<file path="config.mk">
export PLATFORM = sky130hd
export DESIGN_NAME = flash_wp_filter
export DESIGN_NICKNAME = d
export VERILOG_FILES = /design/src/rtl/flash_wp_filter.sv
export SDC_FILE = /design/constraint.sdc
export NUM_CORES = 1
export LEC_CHECK = 0
export ABC_AREA = 1
export CORE_MARGIN = 2
export CORE_UTILIZATION = 57
export CTS_BUF_LIST = sky130_fd_sc_hd__clkbuf_2 sky130_fd_sc_hd__clkbuf_4 sky130_fd_sc_hd__clkbuf_8
export DETAILED_ROUTE_END_ITERATION = 7
export PLACE_DENSITY_LB_ADDON = 0.25
export REMOVE_ABC_BUFFERS = 1
export SYNTH_ARGS = -nofsm -noshare
export SYNTH_HDL_FRONTEND = slang
export SYNTH_SLANG_ARGS = --single-unit
</file>
<file path="constraint.sdc">
create_clock -name clk -period 2.25 [get_ports clk]
set_input_delay 0.3375 -clock clk [delete_from_list [all_inputs] [get_ports clk]]
set_output_delay 0.3375 -clock clk [all_outputs]
set_load 0.03 [all_outputs]
</file>
<file path="src/rtl/flash_wp_filter.sv">
module flash_wp_filter #(
  parameter int NUM_MASTERS = 4,
  parameter int PAGE_W = 12,
  parameter int HOST_ID = 0,
  localparam int MASTER_W = $clog2(NUM_MASTERS)
) (
  input  logic                clk,
  input  logic                rst_n,
  input  logic                cfg_we,
  input  logic [3:0]          cfg_addr,
  input  logic [31:0]         cfg_wdata,
  output logic [31:0]         cfg_rdata,
  input  logic                req_valid,
  input  logic [MASTER_W-1:0] req_master,
  input  logic [PAGE_W-1:0]   req_page,
  input  logic [1:0]          req_op,
  input  logic                req_swseq,
  input  logic                ovr_pin,
  output logic                resp_valid,
  output logic                resp_grant
);
  localparam int NUM_RNG = 5;
  localparam int NUM_REG = 5;
  localparam logic [3:0] CTRL_IDX = 4'd5;
  localparam int RIGHTS_IDX = 8;
  localparam logic [31:0] FIELD = (32'd1 << PAGE_W) - 32'd1;
  localparam logic [31:0] RNG_MASK = 32'h8000_0000 | (FIELD << 16) | FIELD;

  logic                              lock_q, err_q;
  logic [NUM_RNG-1:0][31:0]          rng_q;
  logic [NUM_MASTERS-1:0][NUM_REG-1:0] rd_q, wr_q;
  logic [NUM_RNG-1:0]                hit;
  logic [2:0]                        slot, region;
  logic                              modify, perm, grant_c;

  wire ctrl_wr = cfg_we && cfg_addr == CTRL_IDX;

  assign slot   = req_page[PAGE_W-1 -: 3];
  assign region = slot[2] ? 3'd4 : slot;
  assign modify = |req_op;
  assign perm   = modify ? wr_q[req_master][region] : rd_q[req_master][region];

  for (genvar i = 0; i < NUM_RNG; i++) begin : g_rng
    always_ff @(posedge clk or negedge rst_n)
      if (!rst_n) rng_q[i] <= '0;
      else if (cfg_we && !lock_q && cfg_addr == 4'(i)) rng_q[i] <= cfg_wdata & RNG_MASK;
    assign hit[i] = rng_q[i][31] && req_page >= rng_q[i][PAGE_W-1:0]
                    && req_page <= rng_q[i][16 +: PAGE_W];
  end

  for (genvar m = 0; m < NUM_MASTERS; m++) begin : g_rights
    always_ff @(posedge clk or negedge rst_n)
      if (!rst_n) begin
        rd_q[m] <= (m == HOST_ID) ? '1 : '0;
        wr_q[m] <= '0;
      end else if (cfg_we && !lock_q && cfg_addr == 4'(RIGHTS_IDX + m)) begin
        rd_q[m] <= cfg_wdata[NUM_REG-1:0];
        wr_q[m] <= cfg_wdata[8 +: NUM_REG];
      end
  end

  assign grant_c = !(req_swseq && lock_q) && (ovr_pin || req_swseq || perm)
                   && !(modify && |hit);

  always_ff @(posedge clk or negedge rst_n)
    if (!rst_n) begin
      lock_q     <= 1'b0;
      err_q      <= 1'b0;
      resp_valid <= 1'b0;
      resp_grant <= 1'b0;
    end else begin
      lock_q     <= lock_q | (ctrl_wr && cfg_wdata[0]);
      resp_valid <= req_valid;
      resp_grant <= req_valid && grant_c;
      if (req_valid && !grant_c) err_q <= 1'b1;
      else if (ctrl_wr && cfg_wdata[1]) err_q <= 1'b0;
    end

  always_comb begin
    cfg_rdata = '0;
    for (int i = 0; i < NUM_RNG; i++)
      if (cfg_addr == 4'(i)) cfg_rdata = rng_q[i];
    if (cfg_addr == CTRL_IDX) cfg_rdata[1:0] = {err_q, lock_q};
    for (int m = 0; m < NUM_MASTERS; m++)
      if (cfg_addr == 4'(RIGHTS_IDX + m)) begin
        cfg_rdata[NUM_REG-1:0]  = rd_q[m];
        cfg_rdata[8 +: NUM_REG] = wr_q[m];
      end
  end
endmodule


</file>
==> results.json, run 1 <==
{
  "max_freq_mhz": 455,
  "crit_arrival_ns": 1.86,
  "min_period_ns": 2.20,
  "nets": 1755,
  "path_buf_inv": 6,
  "p_switching_mw": 1.80,
  "place_hpwl_um": 21900,
  "synth_edf_count": 0,
  "wl_met3_um": 2340,
  "cts_made_buffers": 17,
  "seq_area_um2": 4240,
  "num_vias": 10200,
  "slowest_stage": "clkinvlp_4",
  "cp.required_ns": 1.91,
  "min_period_over_period_pct": 97.6,
  "grt_start_max_net_pins": 57,
  "p_sw_share_pct": 29.6,
  "core_area_um2": 18600,
  "ir_drop_v": 0.000405,
  "worstSetupEndpointType": "primary output",
  "multiInputGateArea_um2": 5600,
  "first_pass_iters": 6,
  "outcome": "finished, final reports clean",
  "dieHeight_um": 142,
  "tightestPinTransition_ns": 0.599,
  "yosys.area.top_type": "dfrtp_1",
  "avgSynthCellArea_um2": 7.46,
  "max_slew_margin_pct": 60.1,
  "worstSetupPathType": "input pin to primary output",
  "synth_common_cells": "nand2_1, inv_1, o21ai_0",
  "path_clk_slew_ns": 0.09,
  "clk_latency_ns": 0.47,
  "clock_path_buffers": 2,
  "maxSlewViolCount": 0,
  "layout.cells.non_filler": 1824,
  "grt_pass1_vias": 9806,
  "ys_seq_area_share_pct": 39.2,
  "seqPwrFrac_pct": 51.0,
  "start_util_pct": 57.9,
  "maxCapViolCount": 0,
  "synth_top_area_share_pct": 38.0,
  "synth-seq-cells": 169,
  "drc": 0,
  "cellPowerDensity_nw_per_um2": 469,
  "cts-root-buf": "clkbuf_8",
  "routed_wl_um": 30700,
  "skew_ns": 0.0139,
  "hold_viol": 0,
  "p_int_mw": 4.26,
  "cts.htree.levels": 4,
  "antennaDiodeCount": 0,
  "p_leak_nw": 6.19,
  "setup_ws_ns": 0.0531,
  "ant_nets": 0,
  "syn-instance-count": 1448,
  "die_w_um": 142,
  "setup_tns_ns": 0,
  "hp-class": "input pin to register",
  "synth_most_common_cell": "nand2_1",
  "grt_usage_pct": 31.3,
  "cts_tree": "yes",
  "ys_warn_count": 0,
  "viasPerCell": 5.57,
  "ys.flop_type": "dfrtp_1",
  "pre_cts_ws_ns": -0.451,
  "place_congestion": 0.959,
  "cts.sinks": 169,
  "cp_slowest_stage_delay_ns": 0.27,
  "grt_overflow": 0,
  "critPathMaxFanout": 8,
  "wl_per_cell_um": 16.8,
  "power_frac_clock_pct": 33.8,
  "area_growth_syn_to_layout_pct": 19.7,
  "fp.dieArea_um2": 20100,
  "synth_area_leaders": "dfrtp_1, nand2_1, ha_1",
  "dp.cells": 1784,
  "syn_area_um2": 10800,
  "rows": 50,
  "rsz0062_at_grt": "yes",
  "crit_family": "buffers and inverters",
  "antenna_found_initial": 0,
  "critPathLaunchType": "input pin",
  "path_cells": "buf_6 -> buf_6 -> nor2_4 -> inv_2 -> nor2_4 -> clkinvlp_4 -> buf_6 -> o2111ai_4 -> o21ai_2 -> nand4_1 -> buf_6",
  "drtIter0Drc": 854,
  "p_comb_share_pct": 15.2,
  "fillers": 1519,
  "ioPinCount": 92,
  "crit_top_cell": "buf_6",
  "grt_pass1_wl_um": 49100,
  "dr.max_layer_used": "met4",
  "io_buffer_count": 79,
  "async_reset_ff_share_pct": 100,
  "ys_types": 35,
  "drive_above_1_share_pct": 10.8,
  "met2WireLength_um": 14900,
  "wl_met1_um": 12600,
  "setup_viol": 0
}
[flip-flops by register name (all words and copies together) (netlist names)]
| signal | cells |
|---|---|
| rd_q | 20 |
| lock_q | 1 |
| rng_q | 125 |
| resp_valid | 1 |
| err_q | 1 |
| wr_q | 20 |
| resp_grant | 1 |
[cell families (layout without fill, tap and decap cells)]
| logic type | Yosys count | in the layout | synth area share, % |
|---|---|---|---|
| DFF | 169 | 169 | 39.2 |
| adders and majority gates | 120 | 120 | 13.9 |
| other | 1 | 6 | 0.0347 |
| AOI/OAI and AO/OA | 298 | 298 | 15.0 |
| and+or+nand+nor | 590 | 590 | 22.0 |
| buffers and inverters | 270 | 407 | 9.82 |
[placed cells by master, fill, tap and decap left out, types with 19 or more instances in the layout]
master           count
o22ai_1             22
o21ai_0            172
buf_4               76
nand2_1            453
dfrtp_1            164
clkdlybuf4s50_1     47
ha_1               120
nand4_1             23
a21oi_1             61
buf_12              19
nor2_1              54
nand3_1             46
inv_1              206
[area by class of cell]
class / count / share of cell area, %
clock buffers: 18 / 1.92
clock inverters: 14 / 0.890
inverters: 214 / 6.24
multi-input cells: 1014 / 43.3
flip-flops and latches: 169 / 32.8
well taps: 234 / 2.26
repair buffers: 161 / 12.6
[power by group through the flow]
stage | logic [mW] | clock network [mW] | registers [mW]
floorplan | 0.422 | 0 | 3.15
CTS | 0.913 | 2.08 | 3.09
global route | 1.03 | 2.20 | 3.09
finish | 0.924 | 2.05 | 3.09
global placement | 0.869 | 0 | 3.15
detailed placement | 0.893 | 0 | 3.15
[through the flow]
stage                     hold slack (ns)  power, mW  instance area [um^2]  utilization, %
after floorplan                    0.0419       3.57                 10600               -
after detailed placement            0.350       4.04                 12400            66.4
final                               0.370       6.06                 12900            69.4
after CTS                           0.364       6.08                 12900            69.1
after global routing                0.359       6.33                 12900            69.4
after global placement              0.348       4.01                 12400            66.4
[worst paths after layout]
check | start | end | cells after the start | slack, ns
max | cfg_addr[2] | cfg_rdata[4] | 11 | 0.05
min | req_valid | resp_valid$_DFF_PN0_ | 1 | 0.37
max reg2reg | rng_q[55]$_DFFE_PN0P_ | err_q$_DFFE_PN0P_ | 16 | 0.23
min reg2reg | rng_q[40]$_DFFE_PN0P_ | rng_q[40]$_DFFE_PN0P_ | 2 | 0.49
max in group asynchronous | rst_n | rd_q[4]$_DFFE_PN1P_ | 3 | 1.11
min in group asynchronous | rst_n | rng_q[22]$_DFFE_PN0P_ | 2 | 0.41
[per-layer routing]
metal  track usage (%)  vias up
li1                  -     4932
met1              39.9     4744
met2              54.2      415
met3              4.72       70
met4              11.9        0
met5                 0        -
[repair_timing]
action                                  4_1_cts  5_1_grt
gates resized for setup                      48       15
pin swaps                                     8        6
buffers inserted                              5        2
endpoints found under the setup margin       26        9
cloned                                        0        0
endpoints found under the hold margin        50        0
hold buffers                                  1        0
[worst register-to-register path, cell delays in order (launching register included)]
cell and delay [ns]:
dfrtp_1 0.35, inv_1 0.07, ha_1 0.30, nand2_1 0.07
nor2_1 0.13, and2_1 0.20, nand2_1 0.10, nand3_1 0.10
nand2_1 0.07, nand3_1 0.07, nand2_1 0.05, nor2_1 0.08
nand2_1 0.09, nand2_1 0.07, nand2_1 0.06, nand2_1 0.05
nand2_1 0.05
(Power assumes the default switching activity.)
==> inputs of run 2 (changes only) <==
Settings changed: ABC_AREA 1 to default, CORE_ASPECT_RATIO from default to 0.7, PLACE_DENSITY_LB_ADDON 0.25 to 0.08.
==> run 2 against run 1 <==
Non-clock buffer count up 55. Register-to-register slack worse by 0.24 ns. The flow now finishes with violations (DRC, setup timing). Die area down 1.4%. Wire length up 4.8%. First-iteration DRC count up 41%. Sequential share of layout area down 1.3 points. Combinational power rose to 4.0 times the previous value.
==> results.json, run 2 <==
{
  "syn-instance-count": 939,
  "p_comb_share_pct": 35.2,
  "critPathLaunchType": "input pin",
  "cts_made_buffers": 17,
  "clock_path_buffers": 2,
  "ir_drop_v": 0.000407,
  "pre_cts_ws_ns": -0.559,
  "core_area_um2": 18200,
  "worstSetupPathType": "input pin to register",
  "wl_per_cell_um": 23.2,
  "outcome": "finished with violations",
  "die_w_um": 167,
  "place_congestion": 0.939,
  "place_area_um2": 12700,
  "hold_ws_ns": 0.361,
  "viasPerCell": 6.25,
  "cp.required_ns": 2.61,
  "maxSlewViolCount": 0,
  "final_cell_mix": "dfrtp_1, mux2_2, buf_4",
  "largest_reg_flops": 125,
  "max_flop_register": "rng_q",
  "cts.htree.levels": 4,
  "worstReg2RegStart": "rng_q[2]$_DFFE_PN0P_",
  "ys_warn_count": 0,
  "nets": 1315,
  "synth_common_cells": "dfrtp_1, mux2_2, ha_1",
  "setup_viol": 1,
  "p_leak_nw": 6.42,
  "start_util_pct": 58.6,
  "yosys.area.top_type": "dfrtp_1",
  "grt_start_max_net_pins": 49,
  "worstSetupEndpoint": "err_q$_DFFE_PN0P_",
  "ys_seq_area_share_pct": 39.8,
  "p_switching_mw": 3.70,
  "r2r-end": "err_q$_DFFE_PN0P_",
  "io_buffer_count": 79,
  "drc": 5,
  "cts_tree": "yes",
  "crit_arrival_ns": 2.63,
  "p_int_mw": 6.67,
  "rsz0062_at_grt": "yes",
  "critPathMaxFanout": 10,
  "ioPinCount": 92,
  "cellPowerDensity_nw_per_um2": 769,
  "startpoint": "req_page[5]",
  "first_pass_iters": 8,
  "synth_most_common_cell": "dfrtp_1",
  "drive_above_1_share_pct": 36.2,
  "antenna_found_initial": 0,
  "routed_wl_um": 32100,
  "top_regs": "rng_q (125), rd_q (20), wr_q (20)",
  "max_freq_mhz": 440,
  "hp-class": "input pin to asynchronous set/reset pin",
  "design_area_um2": 13500,
  "cts.sinks": 169,
  "synth_area_leaders": "dfrtp_1, mux2_2, ha_1",
  "place_hpwl_um": 23700,
  "power_frac_clock_pct": 22.3,
  "violations": "DRC, setup timing",
  "area_growth_syn_to_layout_pct": 26.8,
  "worstSetupEndpointType": "register",
  "rows": 41,
  "drtIter0Drc": 1200,
  "fp.dieArea_um2": 19800,
  "grt_pass1_vias": 8564,
  "ys_types": 65,
  "path_clk_slew_ns": 0.10,
  "final_common_cell": "dfrtp_1",
  "worstRegToRegCells": 9,
  "async_reset_ff_share_pct": 100,
  "grt_overflow": 0,
  "p_sw_share_pct": 35.7,
  "synth_top_area_share_pct": 38.6,
  "min_period_ns": 2.27,
  "reg2reg_slack_ns": -0.01,
  "ys.flop_type": "dfrtp_1",
  "syn_area_um2": 10600,
  "grt_pass1_wl_um": 50000,
  "setup_ws_ns": -0.0208,
  "seqPwrFrac_pct": 42.5,
  "skew_ns": 0.0175,
  "hold_viol": 0,
  "total_power_mw": 10.4,
  "min_period_over_period_pct": 101,
  "antennaDiodeCount": 0,
  "ant_nets": 0,
  "grt_usage_pct": 33.2,
  "dieHeight_um": 118,
  "num_vias": 8668,
  "cts-root-buf": "clkbuf_8",
  "avgSynthCellArea_um2": 11.3,
  "clk_latency_ns": 0.48,
  "utilization_pct": 74.3,
  "synth-seq-cells": 169,
  "synth_edf_count": 0,
  "maxCapViolCount": 0
}
==> run 2: cells by family (layout without fill, tap and decap cells) <==
kind of cell / count (synthesis) / count (layout) / synth area share [%]
fa+ha+maj: 120 / 120 / 14.1
mux: 177 / 177 / 20.1
simple gates: 145 / 145 / 7.54
compound gates: 171 / 171 / 12.0
other cells: 1 / 6 / 0.0353
buf+inv: 156 / 362 / 6.34
flops: 169 / 169 / 39.8
==> run 2: worst min path at each step <==
stage | cells after the start | slack (ns) | to
floorplan | 0 | 0.04 | err_q$_DFFE_PN0P_
global placement | 1 | 0.31 | rng_q[51]$_DFFE_PN0P_
detailed placement | 1 | 0.31 | rng_q[114]$_DFFE_PN0P_
CTS | 2 | 0.35 | rng_q[114]$_DFFE_PN0P_
global route | 2 | 0.39 | rng_q[19]$_DFFE_PN0P_
finish | 2 | 0.36 | rng_q[19]$_DFFE_PN0P_
==> run 2: final cells by class <==
class | instances | area, um^2
fillers | 1335 | 4670
repair buffers | 216 | 2170
inverters | 114 | 428
clock inverters | 13 | 159
well taps | 236 | 295
multi-input cells | 619 | 5950
clock buffers | 19 | 255
flip-flops and latches | 169 | 4240
==> run 2: through the flow <==
| step | setup TNS [ns] | instances |
|---|---|---|
| final | -0.0208 | 1386 |
| after global routing | -0.189 | 1386 |
| after CTS | -0.0519 | 1384 |
| after detailed placement | -19.81 | 1341 |
| after global placement | -20.09 | 1341 |
| after floorplan | -0.372 | 902 |
==> run 2: worst max-delay path: stages <==
cell             delay, ns
clkdlybuf4s50_1       0.45
buf_12                0.17
ha_1                  0.30
a211o_1               0.29
o211ai_1              0.10
o311ai_2              0.17
a22o_1                0.25
a22oi_2               0.18
a31oi_1               0.11
a221o_1               0.26
==> run 2: routing by layer <==
layer	up-vias	wire length (um)	part of all wire, %	global-route usage, %
li1	3897	-	-	-
met2	381	13600	42	47.3
met1	4357	15100	47	51.4
met3	33	2990	9.3	7.03
met4	0	410	1.3	7.77
met5	-	0	0	0
==> run 2: power by group through the flow <==
stage / registers, mW / logic, mW / clock network, mW
2_1_floorplan: 4.20 / 2.08 / 0
3_3_place_gp: 4.40 / 3.29 / 0
3_5_place_dp: 4.43 / 3.38 / 0
4_1_cts: 4.38 / 3.47 / 2.33
5_1_grt: 4.49 / 3.99 / 2.45
6_report: 4.41 / 3.65 / 2.31
==> run 2: what timing repair did <==
item                                    in CTS  in global routing
endpoints found under the hold margin       43                  0
pin swaps                                   24                 22
hold buffers                                 1                  0
cloned                                       2                  0
gates resized for setup                     38                 43
buffers inserted                            14                  3
endpoints found under the setup margin      28                 18
